File: config.mk
export PLATFORM = sky130hd
export DESIGN_NAME = trap_ctrl
export DESIGN_NICKNAME = d
export VERILOG_FILES = /design/src/rtl/trap_ctrl_pkg.sv /design/src/rtl/trap_irq_src.sv /design/src/rtl/trap_irq_pick.sv /design/src/rtl/trap_ctrl.sv
export SDC_FILE = /design/constraint.sdc
export NUM_CORES = 1
export LEC_CHECK = 0
export BUFFER_PORTS_ARGS = -buffer_cell sky130_fd_sc_hd__buf_2
export CAP_MARGIN = 20
export CORE_UTILIZATION = 47
export CTS_CLUSTER_SIZE = 25
export DETAILED_ROUTE_END_ITERATION = 7
export PLACE_DENSITY = 0.81
export SLEW_MARGIN = 20
export SYNTH_ARGS = -nofsm -noshare
export SYNTH_HDL_FRONTEND = slang
export SYNTH_SLANG_ARGS = --single-unit
File: constraint.sdc
create_clock -name clk -period 2.21 [get_ports clk]
set_clock_uncertainty 0.1 [all_clocks]
set_input_delay 0.442 -clock clk [delete_from_list [all_inputs] [get_ports clk]]
set_output_delay 0.442 -clock clk [all_outputs]
set_load 0.03 [all_outputs]
File: src/rtl/trap_ctrl_pkg.sv
`timescale 1ns/1ps
package trap_ctrl_pkg;
   localparam logic [11:0] CSR_STATUS  = 12'h300;
   localparam logic [11:0] CSR_ENABLE  = 12'h304;
   localparam logic [11:0] CSR_EPC     = 12'h341;
   localparam logic [11:0] CSR_CAUSE   = 12'h342;
   localparam logic [11:0] CSR_PENDING = 12'h344;

   localparam int ST_TE_BIT   = 2;
   localparam int ST_IE_BIT   = 3;
   localparam int ST_PIE_BIT  = 7;

   localparam logic [31:0] CAUSE_BREAK = 32'd3;
   localparam logic [31:0] CAUSE_ECALL = 32'd11;
   localparam logic [31:0] CAUSE_INTR  = 32'h8000_0000;

   typedef enum logic [2:0] {
      EV_NONE,
      EV_TRAP,
      EV_DFAULT,
      EV_RET,
      EV_IRQ
   } trap_event_e;
endpackage

File: src/rtl/trap_irq_src.sv
`timescale 1ns/1ps
module trap_irq_src #(
   parameter int N_EDGE      = 2,
   parameter int N_LEVEL     = 2,
   parameter int SYNC_STAGES = 0,
   localparam int N_SRC      = N_EDGE + N_LEVEL
) (
   input  logic               clk,
   input  logic               rst_n,
   input  logic [N_EDGE-1:0]  edge_in,
   input  logic [N_LEVEL-1:0] level_in,
   input  logic [N_EDGE-1:0]  keep_mask,
   input  logic               clr_all,
   output logic [N_SRC-1:0]   pend
);
   logic [N_EDGE-1:0] edge_s;
   logic [N_EDGE-1:0] edge_prev;
   logic [N_EDGE-1:0] edge_pend;
   logic [N_EDGE-1:0] rise;

   if (SYNC_STAGES == 0) begin : g_direct
      assign edge_s = edge_in;
   end else begin : g_sync
      logic [N_EDGE-1:0] chain [SYNC_STAGES];
      always_ff @(posedge clk or negedge rst_n) begin
         if (!rst_n) begin
            for (int i = 0; i < SYNC_STAGES; i++) chain[i] <= '0;
         end else begin
            chain[0] <= edge_in;
            for (int i = 1; i < SYNC_STAGES; i++) chain[i] <= chain[i-1];
         end
      end
      assign edge_s = chain[SYNC_STAGES-1];
   end

   assign rise = edge_s & ~edge_prev;

   always_ff @(posedge clk or negedge rst_n) begin
      if (!rst_n) begin
         edge_prev <= '0;
         edge_pend <= '0;
      end else begin
         edge_prev <= edge_s;
         if (clr_all) edge_pend <= '0;
         else         edge_pend <= (edge_pend & keep_mask) | rise;
      end
   end

   assign pend = {level_in, edge_pend};
endmodule

File: src/rtl/trap_irq_pick.sv
`timescale 1ns/1ps
module trap_irq_pick #(
   parameter int N_SRC = 4,
   localparam int IW   = (N_SRC > 1) ? $clog2(N_SRC) : 1
) (
   input  logic [N_SRC-1:0] req,
   output logic             any,
   output logic [IW-1:0]    idx
);
   always_comb begin
      idx = '0;
      for (int i = N_SRC - 1; i >= 0; i--) begin
         if (req[i]) idx = IW'(i);
      end
   end
   assign any = |req;
endmodule

File: src/rtl/trap_ctrl.sv
`timescale 1ns/1ps
module trap_ctrl
   import trap_ctrl_pkg::*;
#(
   parameter int          PC_W        = 28,
   parameter int          N_EDGE      = 2,
   parameter int          N_LEVEL     = 2,
   parameter int          IRQ_BASE    = 16,
   parameter int          SYNC_STAGES = 0,
   parameter logic [31:0] RESET_VEC   = 32'h0,
   parameter logic [31:0] TRAP_VEC    = 32'h4,
   parameter logic [31:0] IRQ_VEC     = 32'h8
) (
   input  logic               clk,
   input  logic               rst_n,
   input  logic               instr_bound,
   input  logic [PC_W-1:0]    cur_pc,
   input  logic               ecall_req,
   input  logic               ebreak_req,
   input  logic               mret_req,
   input  logic [N_EDGE-1:0]  irq_edge_in,
   input  logic [N_LEVEL-1:0] irq_level_in,
   input  logic [11:0]        csr_addr,
   input  logic               csr_wr,
   input  logic               csr_set,
   input  logic               csr_clr,
   input  logic [31:0]        csr_wdata,
   output logic [31:0]        csr_rdata,
   output logic               redirect_valid,
   output logic [PC_W-1:0]    redirect_pc
);
   localparam int N_IRQ = N_EDGE + N_LEVEL;
   localparam int IW    = (N_IRQ > 1) ? $clog2(N_IRQ) : 1;

   if (PC_W < 4 || PC_W > 32) begin : g_bad_pc_w
      $error("trap_ctrl: PC_W must lie in 4..32");
   end
   if (N_EDGE < 1 || N_LEVEL < 1 || IRQ_BASE + N_IRQ > 31) begin : g_bad_irq
      $error("trap_ctrl: interrupt field does not fit below bit 31");
   end
   if (SYNC_STAGES < 0) begin : g_bad_sync
      $error("trap_ctrl: SYNC_STAGES must be non-negative");
   end

   logic              st_mie, st_mpie, st_mte, boot_q;
   logic [N_IRQ-1:0]  mie_q;
   logic [PC_W-1:0]   mepc_q;
   logic [31:0]       mcause_q;
   logic [N_IRQ-1:0]  pend;
   logic              irq_any;
   logic [IW-1:0]     irq_idx;
   logic [N_EDGE-1:0] keep_mask;
   logic [31:0]       wval;
   logic              csr_we;
   logic              trap_req;
   logic [31:0]       trap_cause, irq_cause;
   logic [PC_W-1:0]   pc_even;
   trap_event_e       ev;

   trap_irq_src #(
      .N_EDGE(N_EDGE), .N_LEVEL(N_LEVEL), .SYNC_STAGES(SYNC_STAGES)
   ) u_src (
      .clk(clk), .rst_n(rst_n), .edge_in(irq_edge_in), .level_in(irq_level_in),
      .keep_mask(keep_mask), .clr_all(ev == EV_DFAULT), .pend(pend)
   );

   trap_irq_pick #(.N_SRC(N_IRQ)) u_pick (
      .req(pend & mie_q), .any(irq_any), .idx(irq_idx)
   );

   assign trap_req   = ecall_req | ebreak_req;
   assign trap_cause = ebreak_req ? CAUSE_BREAK : CAUSE_ECALL;
   assign irq_cause  = CAUSE_INTR | (32'(IRQ_BASE) + 32'(irq_idx));
   assign pc_even    = {cur_pc[PC_W-1:1], 1'b0};

   always_comb begin
      if (trap_req)                            ev = st_mte ? EV_TRAP : EV_DFAULT;
      else if (mret_req)                       ev = EV_RET;
      else if (instr_bound && st_mie && irq_any) ev = EV_IRQ;
      else                                     ev = EV_NONE;
   end

   always_comb begin
      case (csr_addr)
         CSR_STATUS: begin
            csr_rdata = '0;
            csr_rdata[ST_TE_BIT]  = st_mte;
            csr_rdata[ST_IE_BIT]  = st_mie;
            csr_rdata[ST_PIE_BIT] = st_mpie;
         end
         CSR_ENABLE:  csr_rdata = 32'(mie_q) << IRQ_BASE;
         CSR_PENDING: csr_rdata = 32'(pend) << IRQ_BASE;
         CSR_EPC:     csr_rdata = 32'(mepc_q);
         CSR_CAUSE:   csr_rdata = mcause_q;
         default:     csr_rdata = '0;
      endcase
   end

   always_comb begin
      if (csr_wr)       wval = csr_wdata;
      else if (csr_set) wval = csr_rdata | csr_wdata;
      else              wval = csr_rdata & ~csr_wdata;
   end
   assign csr_we = (csr_wr | csr_set | csr_clr) && (ev == EV_NONE);
   assign keep_mask = (csr_we && csr_addr == CSR_PENDING) ?
                      wval[IRQ_BASE +: N_EDGE] : '1;

   always_comb begin
      redirect_valid = boot_q || (ev != EV_NONE);
      case (ev)
         EV_TRAP: redirect_pc = TRAP_VEC[PC_W-1:0];
         EV_RET:  redirect_pc = mepc_q;
         EV_IRQ:  redirect_pc = IRQ_VEC[PC_W-1:0];
         default: redirect_pc = RESET_VEC[PC_W-1:0];
      endcase
   end

   always_ff @(posedge clk or negedge rst_n) begin
      if (!rst_n) begin
         boot_q   <= 1'b1;
         st_mie   <= 1'b1;
         st_mpie  <= 1'b0;
         st_mte   <= 1'b1;
         mie_q    <= '0;
         mepc_q   <= '0;
         mcause_q <= '0;
      end else begin
         boot_q <= 1'b0;
         case (ev)
            EV_TRAP, EV_IRQ: begin
               mepc_q   <= pc_even;
               mcause_q <= (ev == EV_TRAP) ? trap_cause : irq_cause;
               st_mpie  <= st_mie;
               st_mie   <= 1'b0;
               st_mte   <= 1'b0;
            end
            EV_DFAULT: begin
               mepc_q   <= pc_even;
               mcause_q <= trap_cause;
               st_mie   <= 1'b1;
               st_mte   <= 1'b1;
               mie_q    <= '0;
            end
            EV_RET: begin
               st_mie  <= st_mpie;
               st_mpie <= 1'b1;
               st_mte  <= 1'b1;
            end
            default: begin
               if (csr_we) begin
                  case (csr_addr)
                     CSR_STATUS: begin
                        st_mie  <= wval[ST_IE_BIT];
                        st_mpie <= wval[ST_PIE_BIT];
                     end
                     CSR_ENABLE: mie_q <= wval[IRQ_BASE +: N_IRQ];
                     CSR_EPC:    if (csr_wr) mepc_q <= {csr_wdata[PC_W-1:1], 1'b0};
                     default: ;
                  endcase
               end
            end
         endcase
      end
   end

   logic unused_bits;
   assign unused_bits = &{1'b0, wval, csr_wdata, cur_pc[0]};
endmodule

# Yosys cells after proc, flatten, opt, wreduce, memory -nomap -nowiden
# Index checks and enable logic that the tools add are counted.
[word_totals]
wordCells = 91
input_bits = 85
out_inout_bits = 61
regBits = 72
[op_classes]
add_sub_neg = 1
bitwise = 14
n_eq_ne = 9
reduce_logical = 27
n_mux = 31
[ops]
columns = ["op", "n"]
rows = [
  ["$pmux W32 S5", 1],
  ["$mux W28", 3],
  ["$pmux W28 S3", 1],
  ["$pmux W32 S2", 1],
  ["$eq A12 B10 Y1 const B", 5],
  ["$pmux W28 S2", 1],
  ["$mux W20", 2],
  ["$mux W32", 1],
  ["$and A20 B20 Y20", 1],
  ["$not A20 Y20", 1],
  ["$or A20 B20 Y20", 1],
  ["$mux W2", 7],
  ["$reduce_bool A2 Y1", 7],
  ["$mux W4", 3],
  ["$mux W3", 3],
  ["$reduce_bool A3 Y1", 3],
  ["$pmux W4 S2", 1],
  ["$reduce_bool A4 Y1", 2],
  ["$add A5 B2 Y6 const A", 1],
  ["$eq A3 B2 Y1 const B", 2],
  ["$pmux W1 S3", 2],
  ["$reduce_and A3 Y1", 2],
  ["$reduce_or A3 Y1", 2],
  ["$and A2 B2 Y2", 2],
  ["16 further kinds", 27],
]

# Logic depth before layout (Yosys ltp)
# Gate-level depths: netlist of run 1.
[logic_depth]
depth_word = 13
depth_mapped = 7
depth_no_buf = 5

# Cells and area by module
# Synthesis of run 1 repeated with hierarchy kept, for this count alone.
[unflattened]
hier_cells = 319
area_unflattened_um2 = 2935.3
[by_module_without_submodules]
columns = ["mod", "instances", "cells_each", "seq_area_each_um2", "area_per_inst_um2"]
rows = [
  ["trap_ctrl", 1, 300, 979.7, 2751.4],
  ["trap_irq_src", 1, 12, 100.1, 148.9],
  ["trap_irq_pick", 1, 7, 0.0, 35.0],
]

# Worst setup path after synthesis of run 1
# OpenSTA, ideal clock, no wires.
[synth_path]
kind = "input-to-output"
from = "in ebreak_req"
to = "out redirect_pc[10]"
cell_stages = 5
t_required_ps = 1668
path_slack_ps = -243
arrival_time_ps = 1911
cell_sequence = "or2_2 > clkbuf_1 > clkbuf_1 > buf_1 > nor3_1"
[synth_between]
elab_chain_cells = 4
[synth_rtl]
columns = ["element", "line_no", "rtl"]
rows = [
  ["start: declaration", "trap_ctrl.sv:19", "input logic ebreak_req,"],
  ["$or A1 B1 Y1 *", "trap_ctrl.sv:71", "assign trap_req = ecall_req | ebreak_req;"],
  ["$mux W3 *", "trap_ctrl.sv:77", "if (trap_req) ev = st_mte ? EV_TRAP : EV_DFAULT;"],
  ["$eq A3 B3 Y1 (tied with other cells)", "trap_ctrl.sv:110", "case (ev)"],
  ["$pmux W28 S3 *", "trap_ctrl.sv:110", ""],
  ["end: declaration", "trap_ctrl.sv:30", "output logic [PC_W-1:0] redirect_pc"],
]
# Mark *: on every way between the ends. The rest lies on a longest branch, timed or not.

# Final worst setup path of run 1
[layout_path]
from = "in csr_addr[4]"
to = "out csr_rdata[0]"
[layout_between]
elab_chain_cells = 2
[layout_rtl]
columns = ["element", "line_no", "rtl"]
rows = [
  ["start: declaration", "trap_ctrl.sv:23", "input logic [11:0] csr_addr,"],
  ["$eq A12 B10 Y1", "trap_ctrl.sv:84", "case (csr_addr)"],
  ["$pmux W32 S5 *", "trap_ctrl.sv:84", ""],
  ["end: declaration", "trap_ctrl.sv:28", "output logic [31:0] csr_rdata,"],
]
# Marked as above.

==> results of run 1 <==
[worst register-to-register path, cell delays in order (launching register included)]
cell and delay (ns):
dfstp_2 0.54, buf_4 0.13, nand2_1 0.10, a31o_4 0.23
buf_4 0.15, o21ai_4 0.24, a31oi_4 0.07, buf_4 0.21
a221oi_2 0.30
[cell families after synthesis]
kind of cell,synth area share [%]
AOI/OAI and AO/OA,24.2
buffers and inverters,9.38
DFF,35.8
muxes,1.66
other,0.124
and+or+nand+nor,28.9
[power by group through the flow]
stage          combinational, mW  clock, mW  sequential (mW)
2_1_floorplan              0.302          0            0.906
3_3_place_gp               0.496          0            0.915
3_5_place_dp               0.509          0            0.918
4_1_cts                    0.522      0.571            0.900
5_1_grt                    0.605      0.616            0.909
6_report                   0.561      0.563            0.903
[layout make-up]
class,count,share of cell area [%]
inverter,34,2.82
clock buffer,8,2.21
multi-input combinational,254,40.2
sequential,43,23.9
tap,75,2.08
timing repair buffer,182,28.8
[stage by stage]
| step | area (um2) | utilization [%] |
|---|---|---|
| finish | 4520 | 74.6 |
| global route | 4520 | 74.6 |
| CTS | 4250 | 70.2 |
| detailed placement | 4020 | 66.3 |
| global placement | 4020 | 66.3 |
| floorplan | 3050 | - |
[how the worst max path moves through the flow]
| stage | startpoint | endpoint | slack (ns) |
|---|---|---|---|
| after floorplan | ebreak_req | redirect_pc[10] | -0.24 |
| after global placement | csr_addr[3] | csr_rdata[0] | -0.12 |
| after detailed placement | csr_addr[3] | csr_rdata[31] | -0.22 |
| after CTS | csr_addr[4] | csr_rdata[0] | -0.05 |
| after global routing | csr_addr[4] | csr_rdata[4] | -0.18 |
| final | csr_addr[4] | csr_rdata[0] | -0.13 |
[synthesized netlist by cell type (3+ instances only)]
master and instances:
dfrtp_1 40, and3_1 20, clkbuf_1 15, mux2i_1 5, nor3_1 56, buf_1 5
a21oi_1 11, nand2b_1 4, nand3_1 3, nor2_1 39, buf_4 5, a22o_1 6
buf_2 4, o21ai_0 7, dfstp_2 3, and2_1 6, nand4_1 5, a22oi_1 3
inv_1 33, a221oi_2 20, a221oi_1 9, nand2_1 18
[repair_timing]
| action | in CTS | in global routing |
|---|---|---|
| gates resized for setup | 39 | 60 |
| pin swaps | 11 | 11 |
| gates cloned | 0 | 1 |
| endpoints found under the setup margin | 29 | 34 |
| setup buffers | 5 | 3 |
[per-layer routing]
layer	wire (um)	vias up	global-route usage (%)
met4	335	0	12.5
met5	0	-	0
li1	-	1624	-
met3	789	38	5.11
met2	5300	212	50.7
met1	4100	1691	38.4
[sequential cells by signal, indices dropped and copies added, names as in the netlist, 2 cells and up]
signal,flops
mcause_q,4
u_src.edge_prev,2
mepc_q,27
mie_q,4
u_src.edge_pend,2
==> run summary, run 1 <==
CP max-delay cell - nor4_4
CTS buffer count - 5
CP dominant cell by count - buf_6
Mapped Cells - 358
GRT overflow - 0
Largest net degree at the start of global routing - 41
Failing checks - negative setup slack
Leak - 2.20 nW
Worst Hold Class - primary input to asynchronous set/reset pin
DR vias/cell - 5.98
Main area contributors after synthesis - dfrtp_1, a221oi_2, nor3_1
Boundary pin count - 146
Crit path largest cell delay - 0.32 ns
Worst R2R Start - st_mie
Startpoint types - primary input
Switching part of the total - 32.2%
Min Hold Slack - 0.0527 ns
Relative slew margins - 57.6%
CP max FO - 3
Multi-input gate area - 0.00182 mm2
Placer Congestion - 0.870
Leading area contributor after synthesis - dfrtp_1
Outcome - finished with violations
CTS tree - built
Fin. Hold Viols - 0
First-pass GRT wire length - 15,300 um
Crit-path cells - buf_6, nor4_4, and3b_1, nand2_2, nor3b_2, buf_4, and2_4, buf_6
Gr usage total - 30.3%
Syn avg cell area - 8.42 um2
Library cells used by synthesis - 53
Hold Buf Count CTS - 0
# H-tree levels - 2
Critical Path RT - 1.67 ns
Flop2flop setup slack - 0.05 ns
Die width - 82.1 um
CTS Buffer Depth - 2
Post-synthesis cell area - 0.00301 mm2
Placeable Area - 0.00606 mm2
Ys flop type - dfrtp_1
Critical Path Stages - 8
Layout cells sized above 1 - 49.5%
Layout overhead on the synthesized area - 50.0%
Final Net Count - 605
Filler cells - 439
Crit. End Element - output port
Switch Pwr - 0.652 mW
Final std cells w/o fill - 596
Vias in the first global route - 3,287
Post-synthesis sequential area ratio - 35.8%
Setup violators final - 15
RSZ-0062 raised after global routing - yes
Internal Power - 1.37 mW
Max-cap viol count - 0
FF+latch area - 0.00108 mm2
Via count - 3,565
Port Buffers - 135
Post-DR wirelength/cell - 17.6 um
Worst reg2reg endpoint - mepc_q[25]
Setup tns final - -0.704 ns
Fin crit share - 106%
Slew @ Worst Pin - 0.636 ns
Rows - 28
DRT Wirelength - 10,500 um
Iter 0 DRT Violations - 284
Root Driver - clkbuf_8
Sequential Power Share - 44.6%
Place WS - -0.223 ns
Power Total - 2.03 mW
Most common cell after layout, fill and taps aside - buf_2
Post-synth top area share - 33.2%
Post-layout minimum cycle time - 2.34 ns
Syn. warnings - 0
Clock Pin Slew Worst Setup and Hold Paths - 0.08 ns
DR pass1 iterations - 7
Initial antenna violation count - 0
# DRC - 0
Ant. Diodes - 0
Fmax - 427 MHz
Critical path class - primary input to output port
Cell count after placement - 580
Clock latency on the worst-skew pair - 0.30 ns
Peak supply drop - 320 uV
Fin worst setup slack - -0.134 ns
CP delay by family, top - simple AND/OR/NAND/NOR gates
Gate power share - 27.7%
Die height - 82.1 um
Worst path bufs/invs - 3
Starting density of the core - 49.7%
R2R cell count - 8
EDFF count, synth - 0
Async S/R FF share, synth - 100%
DRT antenna net count - 0
Most frequent cells in the layout - buf_2, nor3_1, buf_4
Final-report max-slew violation count - 0
Pwr per Cell Area - 448 mW/mm2
Clock power frac - 27.8%
Critical path arrival - 1.80 ns
Sink Count - 43
Final HPWL DP - 7440 um
Synthesized flop and latch total - 43
DIE AREA - 0.00674 mm2
Power figures use the tool's default switching activity.
==> run 2: changes to the inputs <==
- CORE_UTILIZATION: 47 -> 51
- PLACE_DENSITY: 0.81 -> 0.87
- clock period: 2.21 -> 2.8 ns (I/O delays scaled with it)
==> run summary, run 2 (synthesis results as in run 1) <==
Outcome - finished, final reports clean
# DRC - 0 (unchanged)
CTS buffer count - 5 (unchanged)
GRT overflow - 0 (unchanged)
CTS tree - built
DR pass1 iterations - 5 (-2)
Die width - 78.9 um (-3.9%)
Gr usage total - 31.2% (+0.90 points)
Clock Pin Slew Worst Setup and Hold Paths - 0.08 ns (about the same)
Via count - 3,389 (-4.9%)
Root Driver - clkbuf_8
Slew @ Worst Pin - 0.544 ns (-0.0922 ns)
Die height - 78.9 um (-3.9%)
Setup tns final - 0 ns (+0.704 ns)
Crit path largest cell delay - 0.35 ns (+0.03 ns)
Placeable Area - 0.00561 mm2 (-7.5%)
Most frequent cells in the layout - buf_2, nor3_1, dfrtp_1
Relative slew margins - 63.4% (+5.8 points)
Starting density of the core - 53.7% (+4.0 points)
Fmax - 379 MHz
Power Total - 1.48 mW (-27%)
Boundary pin count - 146 (unchanged)
Fin crit share - 94.3%
Place WS - 0.107 ns (+0.330 ns)
Fin. Hold Viols - 0 (unchanged)
Largest net degree at the start of global routing - 39 (-4.9%)
Final HPWL DP - 7080 um (-4.8%)
Worst Hold Class - primary input to asynchronous set/reset pin
Fin worst setup slack - 0.159 ns (+0.293 ns)
Placer Congestion - 0.882 (+1.3%)
Post-layout minimum cycle time - 2.64 ns
Max-cap viol count - 0 (unchanged)
Iter 0 DRT Violations - 243 (-14%)
Rows - 27 (-3.6%)
Setup violators final - 0 (-15)
Layout cells sized above 1 - 39.1% (-10 points)
RSZ-0062 raised after global routing - no
Critical path arrival - 1.98 ns (+0.18 ns)
Worst path bufs/invs - 3 (unchanged)
Port Buffers - 135 (unchanged)
Pwr per Cell Area - 384 mW/mm2 (-14%)
Peak supply drop - 196 uV (-39%)
Worst R2R Start - u_src.edge_pend[0]
Vias in the first global route - 3,329 (+1.3%)
DR vias/cell - 6.04 (+0.99%)
Hold Buf Count CTS - 0 (unchanged)
Critical Path RT - 2.14 ns (+0.47 ns)
Critical path origin - csr_addr[10]
Layout overhead on the synthesized area - 27.7%
CP max-delay cell - and4bb_2
CTS Buffer Depth - 2 (unchanged)
Crit. End Element - output port
First-pass GRT wire length - 15,200 um (-1.1%)
CP dominant cell by count - buf_2
Leak - 1.97 nW (-10%)
DIE AREA - 0.00622 mm2 (-7.7%)
Final-report max-slew violation count - 0 (unchanged)
Sink Count - 43 (unchanged)
PostCTS Resize Cnt - 0 (-100%)
Crit-path cells - buf_2, and4bb_2, and4b_1, and2_1, buf_4, a22o_1, buf_2
Final Net Count - 573 (-5.3%)
Filler cells - 476 (+8.4%)
Reg with most FFs - mepc_q
Post-DR wirelength/cell - 16.6 um (-5.9%)
Initial antenna violation count - 0 (unchanged)
DRT Wirelength - 9320 um (-11%)
Clock latency on the worst-skew pair - 0.29 ns (about the same)
# H-tree levels - 2 (unchanged)
Most common cell after layout, fill and taps aside - buf_2
CP max FO - 10 (+7)
Total setup buffers inserted after CTS - 0 (-5)
CP delay by family, top - simple AND/OR/NAND/NOR gates
Startpoint types - primary input
Min Hold Slack - 0.119 ns (+0.0666 ns)
Critical path class - primary input to output port
Max FFs per register - 27 (unchanged)
Ant. Diodes - 0 (unchanged)
Regs by FF count - mepc_q (27), mcause_q (4), mie_q (4)
DRT antenna net count - 0 (unchanged)
==> run 2: cell count changes in the layout (fill, tap and decap cells not counted), sizes merged <==
cell | before | now
buf | 181 | 150
clkbuf | 9 | 7
clkinv | 0 | 1
==> run 2: cell type report <==
type                    instances  area, um2  area share [%]
multi-input cells             254       1680            43.7
flip-flops and latches         43       1080            28.1
repair buffers                150        788            20.5
inverters                      34        128            3.32
well taps                      72       90.1            2.34
clock buffers                   7       76.3            1.98
clock inverters                 1       5.00           0.130
==> run 2: stage by stage <==
stage               utilization [%]  area [um2]  instances
floorplan                         -        3030        362
global placement               67.1        3760        553
detailed placement             67.1        3760        553
CTS                            68.5        3840        561
global route                   68.6        3850        561
finish                         68.6        3850        561
==> run 2: power breakdown <==
part           switching, mW  internal, mW
Combinational          0.233         0.144
Clock                  0.210         0.175
Sequential            0.0400         0.677
==> run 2: layer usage <==
layer  wire (um)  share of wire (%)  up-vias  track usage [%]
met5           0                  0        -                0
met4         193                2.1        0             12.5
met3         735                7.9       24             5.98
met2        4690                 50      190             54.1
met1        3700                 40     1611             38.0
li1            -                  -     1564                -
==> run 2: worst paths after layout <==
kind	cells past startpoint	slack (ns)	to
max	7	0.16	csr_rdata[2]
min	1	0.12	u_src.edge_prev[1]
max reg2reg	5	0.62	mie_q[1]
min reg2reg	2	0.41	u_src.edge_pend[1]
max in group asynchronous	2	1.74	st_mie
min in group clk	1	0.29	u_src.edge_prev[1]
